==> config.mk <==
export PLATFORM = sky130hd
export DESIGN_NAME = dual_dac_cmd_rx
export DESIGN_NICKNAME = d
export VERILOG_FILES = /design/src/rtl/dac_rx_pkg.sv /design/src/rtl/pin_sync.sv /design/src/rtl/serial_shifter.sv /design/src/rtl/chan_reg.sv /design/src/rtl/dual_dac_cmd_rx.sv
export SDC_FILE = /design/constraint.sdc
export NUM_CORES = 1
export LEC_CHECK = 0
export ABC_AREA = 1
export BUFFER_PORTS_ARGS = -buffer_cell sky130_fd_sc_hd__buf_2
export CAP_MARGIN = 20
export CORE_MARGIN = 5
export CORE_UTILIZATION = 60
export CTS_CLUSTER_SIZE = 40
export DETAILED_ROUTE_END_ITERATION = 12
export GPL_ROUTABILITY_DRIVEN = 1
export HOLD_SLACK_MARGIN = 0.02
export PLACE_DENSITY_LB_ADDON = 0.3
export SYNTH_ARGS = -nofsm -noshare
export SYNTH_HDL_FRONTEND = slang
export SYNTH_SLANG_ARGS = --single-unit
==> constraint.sdc <==
create_clock -name clk_i -period 3.22 [get_ports clk_i]
set_clock_uncertainty 0.2 [all_clocks]
set_input_delay 0.161 -clock clk_i [delete_from_list [all_inputs] [get_ports clk_i]]
set_output_delay 0.161 -clock clk_i [all_outputs]
set_load 0.03 [all_outputs]
==> src/rtl/dac_rx_pkg.sv <==
package dac_rx_pkg;
  localparam int unsigned CODE_W = 8;
  localparam int unsigned NUM_CH = 2;

  // control bit positions inside the shifted word; channel index 0 = A, 1 = B
  function automatic int unsigned load_pos(int unsigned code_w, int unsigned ch);
    return code_w + ch;
  endfunction

  function automatic int unsigned shdn_pos(int unsigned code_w, int unsigned ch);
    return code_w + 3 + ch;
  endfunction
endpackage

==> src/rtl/pin_sync.sv <==
module pin_sync #(
  parameter int unsigned WIDTH = 3,
  parameter int unsigned STAGES = 2,
  parameter logic [WIDTH-1:0] RST_VAL = '0
) (
  input  logic             clk_i,
  input  logic             rst_ni,
  input  logic [WIDTH-1:0] d_i,
  output logic [WIDTH-1:0] q_o
);
  logic [STAGES-1:0][WIDTH-1:0] stage_q;

  always_ff @(posedge clk_i or negedge rst_ni) begin
    if (!rst_ni) begin
      for (int s = 0; s < STAGES; s++) stage_q[s] <= RST_VAL;
    end else begin
      stage_q[0] <= d_i;
      for (int s = 1; s < STAGES; s++) stage_q[s] <= stage_q[s-1];
    end
  end

  assign q_o = stage_q[STAGES-1];
endmodule

==> src/rtl/serial_shifter.sv <==
module serial_shifter #(
  parameter int unsigned WORD_W = 16
) (
  input  logic              clk_i,
  input  logic              rst_ni,
  input  logic              sclk_s_i,
  input  logic              cs_ns_i,
  input  logic              sdi_s_i,
  output logic [WORD_W-1:0] word_o,
  output logic              exec_o
);
  logic              sclk_q, cs_q;
  logic [WORD_W-1:0] sr_q;
  logic              sclk_rise;

  assign sclk_rise = sclk_s_i & ~sclk_q;

  always_ff @(posedge clk_i or negedge rst_ni) begin
    if (!rst_ni) begin
      sclk_q <= 1'b0;
      cs_q   <= 1'b1;
      sr_q   <= '0;
    end else begin
      sclk_q <= sclk_s_i;
      cs_q   <= cs_ns_i;
      if (sclk_rise && !cs_ns_i) sr_q <= {sr_q[WORD_W-2:0], sdi_s_i};
    end
  end

  assign word_o = sr_q;
  assign exec_o = cs_ns_i & ~cs_q;


  hold_when_deselected_chk: assert property (@(posedge clk_i) disable iff (!rst_ni)
    cs_ns_i |=> $stable(sr_q));


  single_exec_chk: assert property (@(posedge clk_i) disable iff (!rst_ni)
    exec_o |=> !exec_o);
endmodule

==> src/rtl/chan_reg.sv <==
module chan_reg #(
  parameter int unsigned CODE_W = 8
) (
  input  logic              clk_i,
  input  logic              rst_ni,
  input  logic              exec_i,
  input  logic              load_i,
  input  logic              shdn_i,
  input  logic [CODE_W-1:0] data_i,
  output logic [CODE_W-1:0] code_o,
  output logic              pd_o
);
  logic [CODE_W-1:0] code_q;
  logic              pd_q;

  always_ff @(posedge clk_i or negedge rst_ni) begin
    if (!rst_ni) begin
      code_q <= '0;
      pd_q   <= 1'b0;
    end else if (exec_i) begin
      pd_q <= shdn_i;
      if (load_i) code_q <= data_i;
    end
  end

  // stored value is masked, never cleared, by shutdown
  assign code_o = pd_q ? '0 : code_q;
  assign pd_o   = pd_q;


  load_takes_data_chk: assert property (@(posedge clk_i) disable iff (!rst_ni)
    (exec_i && load_i) |=> (code_q == $past(data_i)));


  no_load_keeps_code_chk: assert property (@(posedge clk_i) disable iff (!rst_ni)
    !(exec_i && load_i) |=> $stable(code_q));


  shdn_rewritten_chk: assert property (@(posedge clk_i) disable iff (!rst_ni)
    exec_i |=> (pd_q == $past(shdn_i)));


  shdn_held_chk: assert property (@(posedge clk_i) disable iff (!rst_ni)
    !exec_i |=> $stable(pd_q));
endmodule

==> src/rtl/dual_dac_cmd_rx.sv <==
module dual_dac_cmd_rx
  import dac_rx_pkg::*;
#(
  parameter int unsigned DATA_W = dac_rx_pkg::CODE_W
) (
  input  logic              clk_i,
  input  logic              rst_ni,
  input  logic              sclk_i,
  input  logic              cs_ni,
  input  logic              sdi_i,
  output logic [DATA_W-1:0] code_a_o,
  output logic [DATA_W-1:0] code_b_o,
  output logic              pd_a_o,
  output logic              pd_b_o
);
  localparam int unsigned WORD_W = 2 * DATA_W;

  logic              sclk_s, cs_ns, sdi_s;
  logic [WORD_W-1:0] word;
  logic              exec;
  logic [DATA_W-1:0] code_arr [NUM_CH];
  logic [NUM_CH-1:0] pd_arr;
  logic              unused_bits;

  // bit order {sclk, cs, sdi}; cs idles high
  pin_sync #(.WIDTH(3), .STAGES(2), .RST_VAL(3'b010)) i_sync (
    .clk_i  (clk_i),
    .rst_ni (rst_ni),
    .d_i    ({sclk_i, cs_ni, sdi_i}),
    .q_o    ({sclk_s, cs_ns, sdi_s})
  );

  serial_shifter #(.WORD_W(WORD_W)) i_shifter (
    .clk_i    (clk_i),
    .rst_ni   (rst_ni),
    .sclk_s_i (sclk_s),
    .cs_ns_i  (cs_ns),
    .sdi_s_i  (sdi_s),
    .word_o   (word),
    .exec_o   (exec)
  );

  for (genvar c = 0; c < NUM_CH; c++) begin : g_ch
    chan_reg #(.CODE_W(DATA_W)) i_chan (
      .clk_i  (clk_i),
      .rst_ni (rst_ni),
      .exec_i (exec),
      .load_i (word[load_pos(DATA_W, c)]),
      .shdn_i (word[shdn_pos(DATA_W, c)]),
      .data_i (word[DATA_W-1:0]),
      .code_o (code_arr[c]),
      .pd_o   (pd_arr[c])
    );
  end

  // uncommitted control bits carry no function
  assign unused_bits = ^{word[WORD_W-1:WORD_W-3], word[DATA_W+2]};

  assign code_a_o = code_arr[0];
  assign code_b_o = code_arr[1];
  assign pd_a_o   = pd_arr[0];
  assign pd_b_o   = pd_arr[1];
endmodule

==> impl_metrics.yaml, run 1 <==
run_status:
  status: "finished, final reports clean"
clocking:
  ctsLongestPathBuffers: 2
  clk_pin_slew_ns: 0.10
  cts_root_buf: "clkbuf_4"
  h-tree-depth: 2
  cts_buffers: 5
  tritoncts: "done"
  post_cts_resized: 0
  cts_sinks: 39
  clock_latency_ns: 0.34
pwr:
  leakage_nw: 1.02
  irDropWorstVdd_mv: 0.417
  powerDensity_nw_per_um2: 505
routing:
  drt-pass1-iter-count: 4
  drt_iter0_markers: 95
  antenna_left: 0
  vias: 1274
  routed_via_density: 5.40
  drc_errors: 0
  drt_wl_total_mm: 3.06
  routedWlPerCell_um: 13.0
sta:
  period_needed_ns: 1.64
  max_freq_mhz: 612
  relSlewSlack: 0.455
  slew_violations: 0
  finalHoldViolCount: 0
  rsz0062_at_grt: "false"
  finalSetupViolCount: 0
  worstMarginPinSlew_ns: 0.817
  period_share: 0.508
  finalSetupTns_ns: 0
floorplanning:
  die_h_um: 62.5
  rows: 19
  die_area_um2: 3910
  core_area_um2: 2710
  io_pins: 23
  start_util: 0.610
  die_w_um: 62.5
synthesis:
  synthAdderAreaFrac: 0
  ys_seq_area_frac: 0.592
  synth_top_family_by_area: "simple AND/OR/NAND/NOR gates"
  synth_compound_area_frac: 0
  syn_inst: 183
  muxShareOfSynthArea: 0
  synthSimpleGateAreaFrac: 0.307
  syn-num-nets: 188
  synthXorXnorAreaFrac: 0
  syn_area_um2: 1650
  avgSynthCellArea_um2: 9.04
  ys_ff_latch: 39
  yosysWarningCount: 0
  synthDistinctLibCells: 15
grt:
  grt_max_degree: 40
  grt_overflow_total: 0
  track_usage: 0.176
  antenna_found_initial: 0
  grt_pass1_vias: 1185
  grt_pass1_wl_mm: 5.55
worst_hold_path:
  worstHoldPathCells: 0
  min-delay-start: "i_sync.stage_q[2]"
  worstHoldEndpoint: "i_sync.q_o[2]"
  hold_path.class: "reg2reg"
job:
  max-cap-violations: 0
setup_path:
  arrival_ns: 1.71
  start_kind: "flop"
  ff2ff_path_depth: 4
  worst-setup-path-type: "reg2reg"
  reg2reg_slack_ns: 1.58
  r2r-start: "i_sync.q_o[1]"
  crit_fanout: 23
  end_kind: "flop"
  required_ns: 3.30
  crit_start: "i_sync.q_o[1]"
  rr_endpoint: "i_shifter.word_o[12]"
final_layout:
  area_growth_pct: 8.70
  layout-drive-gt1-share: 0.161
  fin_util: 0.663
  nets: 209
  n_antenna_cell: 0
  fillers: 217
place:
  globalplace.congestion: 0.831
  port_buffers: 22
  dpl.hpwl_mm: 2.15
-- worst max-delay path, cell delays in order (launching register included) --
cell and delay (ns):
dfstp_2 0.78, inv_2 0.20, nand3_2 0.24, nand2_1 0.09, nand2_1 0.07
-- layout by cell type, fill, tap and decap left out, drive strengths merged --
cell         count
inv             19
nand4           29
clkbuf           7
nor2            16
clkinv           1
dfrtp           36
dlygate4sd3      4
nand2           63
dfstp            3
buf             22
nand3            5
-- report_power, final --
| group | total, mW | switching [mW] | internal, mW |
|---|---|---|---|
| clock network | 0.234 | 0.149 | 0.0852 |
| registers | 0.580 | 0.0496 | 0.530 |
| logic | 0.0950 | 0.0647 | 0.0303 |
| total | 0.909 | 0.263 | 0.646 |
-- synth_stat cells --
library cell / instances / share of area
buf_6: 2 / 0.014
nand3_2: 1 / 0.0061
inv_1: 18 / 0.041
clkbuf_1: 2 / 0.0045
dfrtp_1: 36 / 0.54
nand2_1: 63 / 0.14
buf_4: 2 / 0.0091
nand3_1: 4 / 0.012
buf_12: 1 / 0.012
nor2_1: 16 / 0.036
inv_2: 1 / 0.0023
nand4_1: 29 / 0.11
clkbuf_4: 2 / 0.0091
dfstp_2: 3 / 0.048
buf_2: 3 / 0.0091
-- cells by family after synthesis --
group         count (synthesis)
flops                        39
simple gates                113
buf+inv                      31
-- per-layer routing --
layer,track usage,vias to the layer above,share of wire
li1,-,626,-
met1,0.232,610,0.43
met2,0.272,36,0.51
met3,0.0432,2,0.054
met4,0.0875,0,0.0082
met5,0,-,0
-- through the flow --
step	area [um2]	hold WS (ns)	instances	worst slack [ns]	total power, mW
finish	1800	0.162	236	1.58	0.909
global route	1800	0.172	236	1.45	0.959
CTS	1800	0.165	236	1.59	0.915
detailed placement	1710	0.0709	224	1.61	0.682
global placement	1710	0.0664	224	1.67	0.675
floorplan	1650	-0.335	183	1.73	0.649
-- area by class of cell --
cell class | instances | area [um2] | share of cell area
clock buffer | 7 | 45.0 | 0.0251
clock inverter | 1 | 5.00 | 0.00278
inverter | 19 | 71.3 | 0.0397
multi-input combinational | 113 | 508 | 0.283
sequential | 39 | 980 | 0.545
tap | 31 | 38.8 | 0.0216
timing repair buffer | 26 | 150 | 0.0835
-- sequential cells by signal, indices dropped and copies added (netlist names) --
signal / flops
i_sync.q_o: 3
g_ch.i_chan.code_q: 16
i_sync.stage_q: 3
g_ch.i_chan.pd_o: 2
i_shifter.word_o: 13
i_shifter.cs_q: 1
i_shifter.sclk_q: 1
-- repair_timing --
item	in CTS	in global routing
endpoints found under the hold margin	39	0
setup buffers	0	0
hold buffers	4	0
endpoints found under the setup margin	0	0
-- how the worst max path moves through the flow --
stage,endpoint,cells past startpoint
after global routing,i_shifter.word_o[12],4
after detailed placement,g_ch[0].i_chan.code_q[7],4
after CTS,i_shifter.word_o[12],4
after floorplan,code_a_o[0],2
after global placement,i_shifter.word_o[11],4
final,i_shifter.word_o[12],4
Power figures use the tool's default switching activity.
==> run 2: changes to the inputs <==
--- a/config.mk
+++ b/config.mk
@@ -9,7 +9,7 @@
 export BUFFER_PORTS_ARGS = -buffer_cell sky130_fd_sc_hd__buf_2
 export CAP_MARGIN = 20
 export CORE_MARGIN = 5
-export CORE_UTILIZATION = 60
+export CORE_UTILIZATION = 55
 export CTS_CLUSTER_SIZE = 40
 export DETAILED_ROUTE_END_ITERATION = 12
 export GPL_ROUTABILITY_DRIVEN = 1
==> constraint.sdc (replaced) <==
create_clock -name clk_i -period 1.6 [get_ports clk_i]
set_clock_uncertainty 0.2 [all_clocks]
set_input_delay 0.08 -clock clk_i [delete_from_list [all_inputs] [get_ports clk_i]]
set_output_delay 0.08 -clock clk_i [all_outputs]
set_load 0.03 [all_outputs]
==> run 2 against run 1 <==
Hold slack worse by 0.0045 ns. Worst setup slack worse by 1.5 ns. Final area is 4.2% higher. Utilization is 3.4 points lower. Sequential power is 98% higher. Wire length is 1.9% higher.
==> impl_metrics.yaml, run 2 (synthesis gave the netlist of run 1 again) <==
pwr:
  internal_power_mw: 1.31
  finalPower_mw: 1.84
  pwr-share-seq: 0.625
  clockPowerShare: 0.247
  p_sw_uw: 524
  combinationalPowerShare: 0.129
  powerDensity_nw_per_um2: 981
  leakage_nw: 1.07
  irDropWorstVdd_mv: 0.655
  switching_share: 0.285
setup_path:
  ff2ff_path_depth: 4
  reg2reg_slack_ns: 0.15
  rr_endpoint: "g_ch[0].i_chan.code_q[6]"
  crit_fanout: 10
  worst_path_max_delay_cell: "dfrtp_1"
  end_kind: "output pin"
  required_ns: 1.32
  start_kind: "flop"
  worst-setup-path-type: "reg2out"
  arrival_ns: 1.21
  crit_end: "code_a_o[3]"
  r2r-start: "i_shifter.cs_q"
  crit_path_cell_trace: "nor2_1 > buf_2"
  crit_start: "g_ch[0].i_chan.pd_o"
  slowest_delay_ns: 0.50
final_layout:
  fillers: 267
  layout-drive-gt1-share: 0.184
  seqCellArea_um2: 980
  mostFrequentLayoutCells: "63 x nand2_1, 36 x dfrtp_1, 29 x nand4_1, 21 x buf_2, 18 x inv_1"
  n_antenna_cell: 0
  top_register: "g_ch.i_chan.code_q"
  multi_input_area_um2: 508
  area_growth_pct: 13.2
  nets: 217
  largest_reg_flops: 16
  final_common_cell: "nand2_1"
  fin_area_um2: 1870
  fin_util: 0.629
sta:
  relSlewSlack: 0.772
  finalSetupViolCount: 0
  period_share: 0.932
  period_needed_ns: 1.49
  finalSetupTns_ns: 0
  slew_violations: 0
  max_freq_mhz: 671
  worst_slack_ns: 0.109
  rsz0062_at_grt: "false"
  finalHoldViolCount: 0
  worstMarginPinSlew_ns: 0.341
floorplanning:
  rows: 20
  die_w_um: 64.8
  io_pins: 23
  core_area_um2: 2980
  start_util: 0.555
  die_h_um: 64.8
  die_area_um2: 4200
routing:
  vias: 1269
  wl_met1_mm: 1.35
  route.met3.wl_um: 112
  drt_wl_total_mm: 3.12
  drt-pass1-iter-count: 4
  routedWlPerCell_um: 12.7
  drc_errors: 0
  routed_via_density: 5.18
  drt_iter0_markers: 60
  antenna_left: 0
  dr.max_layer_used: "met4"
  dr_wl_met2_mm: 1.61
place:
  place_area_um2: 1780
  dpl.hpwl_mm: 2.26
  globalplace.congestion: 0.814
  pre_cts_slack_ns: 0.179
  port_buffers: 22
clocking:
  h-tree-depth: 2
  ctsLongestPathBuffers: 2
  cts_root_buf: "clkbuf_4"
  cts_sinks: 39
  clock_latency_ns: 0.34
  tritoncts: "done"
  clk_pin_slew_ns: 0.10
  cts_buffers: 5
run_status:
  status: "finished, final reports clean"
grt:
  grt_pass1_vias: 1244
  grt_pass1_wl_mm: 5.69
  grt_overflow_total: 0
  track_usage: 0.179
  grt_max_degree: 21
  antenna_found_initial: 0
job:
  max-cap-violations: 0
worst_hold_path:
  hold_path.class: "reg2reg"
-- run 2: worst min-delay path by stage --
stage	end	slack, ns	from	cells after the start
after floorplan	g_ch[0].i_chan.code_q[0]	-0.42	rst_ni	0
after global placement	i_sync.stage_q[2]	-0.15	rst_ni	1
after detailed placement	i_sync.q_o[2]	-0.14	rst_ni	1
after CTS	i_sync.stage_q[0]	0.16	sdi_i	2
after global routing	i_sync.q_o[1]	0.16	i_sync.stage_q[1]	0
final	i_sync.q_o[1]	0.16	i_sync.stage_q[1]	0
-- run 2: layout make-up --
cell class	count	area share
Inverter	19	0.0381
Tap cell	33	0.0220
Multi-Input combinational cell	113	0.271
Timing Repair Buffer	34	0.122
Clock buffer	7	0.0240
Sequential cell	39	0.523
-- run 2: what timing repair did --
item,CTS,global route
hold endpoints to repair,42,0
hold buffers,5,0
setup endpoints to repair,0,2
resized for setup,0,1
setup buffers,0,0
-- run 2: worst max-delay path: cells and delay by family (launching register included) --
kind	cells	cell delay (ns)
buffers and inverters	1	0.21
and+or+nand+nor	1	0.16
DFF	1	0.50
-- run 2: power by group through the flow --
stage	registers, mW	logic [mW]	clock network (mW)
final	1.15	0.236	0.453
after floorplan	1.14	0.170	0
after detailed placement	1.17	0.229	0
after CTS	1.15	0.239	0.467
after global routing	1.16	0.274	0.512
after global placement	1.16	0.221	0
-- run 2: per-stage QoR --
stage / cells / hold slack [ns]
floorplan: 183 / -0.416
global placement: 233 / -0.153
detailed placement: 233 / -0.145
CTS: 245 / 0.160
global route: 245 / 0.163
finish: 245 / 0.158
-- run 2: layer usage --
layer / global-route usage / vias to the layer above
met5: 0 / -
met4: 0.0792 / 0
met3: 0.0364 / 5
met2: 0.305 / 20
met1: 0.217 / 600
li1: - / 644
==> run 3: changes to the inputs <==
--- a/config.mk
+++ b/config.mk
@@ -8,6 +8,7 @@
 export ABC_AREA = 1
 export BUFFER_PORTS_ARGS = -buffer_cell sky130_fd_sc_hd__buf_2
 export CAP_MARGIN = 20
+export CORE_ASPECT_RATIO = 0.7
 export CORE_MARGIN = 5
 export CORE_UTILIZATION = 55
 export CTS_CLUSTER_SIZE = 40
==> run 3 against run 2 <==
Final area rose by 0.73%. Die area rose by 0.41%. Hold slack got worse by 0.094 ns. Register-to-register slack improved by 0.04 ns. Clock power rose by 36%. Critical path depth did not move. Wire length rose by 6.6%. Sequential cell count did not move. Critical path type unchanged. Largest power group unchanged.
==> impl_metrics.yaml, run 3 (synthesis gave the netlist of run 1 again) <==
run_status:
  status: "finished, final reports clean"
job:
  max-cap-violations: 0
pwr:
  irDropWorstVdd_mv: 0.798
  leakage_nw: 1.07
  finalPower_mw: 2.00
  powerDensity_nw_per_um2: 1060
setup_path:
  worst_path_max_delay_cell: "dfrtp_1"
  required_ns: 1.32
  end_kind: "output pin"
  crit_fanout: 10
  worst-setup-path-type: "reg2out"
  slowest_delay_ns: 0.48
  arrival_ns: 1.14
  start_kind: "flop"
  crit_path_cell_trace: "nor2_1 > buf_2"
grt:
  antenna_found_initial: 0
  grt_pass1_wl_mm: 5.78
  track_usage: 0.183
  grt_overflow_total: 0
  grt_pass1_vias: 1218
  grt_max_degree: 21
floorplanning:
  die_area_um2: 4220
  rows: 16
  core_area_um2: 2840
  die_h_um: 55.9
  io_pins: 23
  die_w_um: 75.5
  start_util: 0.582
sta:
  rsz0062_at_grt: "false"
  finalHoldViolCount: 0
  finalSetupViolCount: 0
  slew_violations: 0
  worst_slack_ns: 0.184
  period_needed_ns: 1.42
  worstMarginPinSlew_ns: 0.427
  timing.hold.ws_ns: 0.0638
  finalSetupTns_ns: 0
  relSlewSlack: 0.715
  period_share: 0.885
  max_freq_mhz: 706
place:
  dpl.hpwl_mm: 2.43
  pre_cts_slack_ns: 0.198
  globalplace.congestion: 0.838
  port_buffers: 22
final_layout:
  layout-drive-gt1-share: 0.184
  largest_reg_flops: 16
  mostFrequentLayoutCells: "63 x nand2_1, 36 x dfrtp_1, 29 x nand4_1, 22 x buf_2, 18 x inv_1"
  n_antenna_cell: 0
  fillers: 237
  area_growth_pct: 14.1
  nets: 216
  final_common_cell: "nand2_1"
  top_register: "g_ch.i_chan.code_q"
  fin_util: 0.664
  multi_input_area_um2: 508
  seqCellArea_um2: 980
clocking:
  cts_buffers: 5
  post_cts_buffers: 0
  clock_latency_ns: 0.28
  clk_pin_slew_ns: 0.07
  tritoncts: "done"
  cts_sinks: 39
  h-tree-depth: 2
  cts_root_buf: "clkbuf_8"
  ctsLongestPathBuffers: 2
routing:
  routed_via_density: 5.29
  drt-pass1-iter-count: 4
  antenna_left: 0
  drc_errors: 0
  vias: 1313
  drt_iter0_markers: 126
  drt_wl_total_mm: 3.33
  routedWlPerCell_um: 13.4
worst_hold_path:
  hold_path.class: "in2async"
-- run 3: cell types whose count changed in the layout (fill, tap and decap cells not counted), sizes merged --
cell and change:
buf +1, dlygate4sd3 -1
-- run 3: per-layer routing --
layer	routed length, um	vias up	GRT usage
li1	-	642	-
met1	1530	624	0.258
met2	1580	43	0.255
met3	191	4	0.0758
met4	16	0	0.0549
met5	0	-	0
-- run 3: area by class of cell --
type / instances / share of cell area
Tap cell: 36 / 0.0239
Sequential cell: 39 / 0.519
Multi-Input combinational cell: 113 / 0.269
Timing Repair Buffer: 33 / 0.107
Clock buffer: 8 / 0.0424
Inverter: 19 / 0.0378
-- run 3: timing repair --
action / CTS / global route
gates resized for setup: 0 / 0
hold buffers: 4 / 0
hold endpoints to repair: 41 / 0
-- run 3: critical path: cells and delay by family, from the launching register on --
| family | cells | cell delay, ns |
|---|---|---|
| flip-flops | 1 | 0.48 |
| buffers and inverters | 1 | 0.21 |
| AND/OR/NAND/NOR | 1 | 0.16 |
-- run 3: worst paths after layout --
check,startpoint,slack [ns],cells past startpoint,endpoint
worst max-delay path,g_ch[1].i_chan.pd_o,0.18,2,code_b_o[5]
worst min-delay path,rst_ni,0.06,2,g_ch[1].i_chan.code_q[7]
worst max register to register,i_sync.q_o[1],0.19,4,i_shifter.word_o[2]
worst min register to register,i_sync.stage_q[0],0.16,0,i_sync.q_o[0]
max in group asynchronous,rst_ni,0.56,3,i_shifter.cs_q
min in group clk_i,i_sync.stage_q[0],0.16,0,i_sync.q_o[0]
-- run 3: power by group --
part	leakage (nW)	internal, mW	switching, mW
logic	0.513	0.0734	0.153
clock network	0.0395	0.309	0.304
registers	0.517	1.07	0.0918
-- run 3: stage by stage --
step                instances  instance area [um2]
finish                    248                 1890
global route              248                 1890
CTS                       248                 1890
detailed placement        236                 1770
global placement          236                 1770
floorplan                 183                 1650
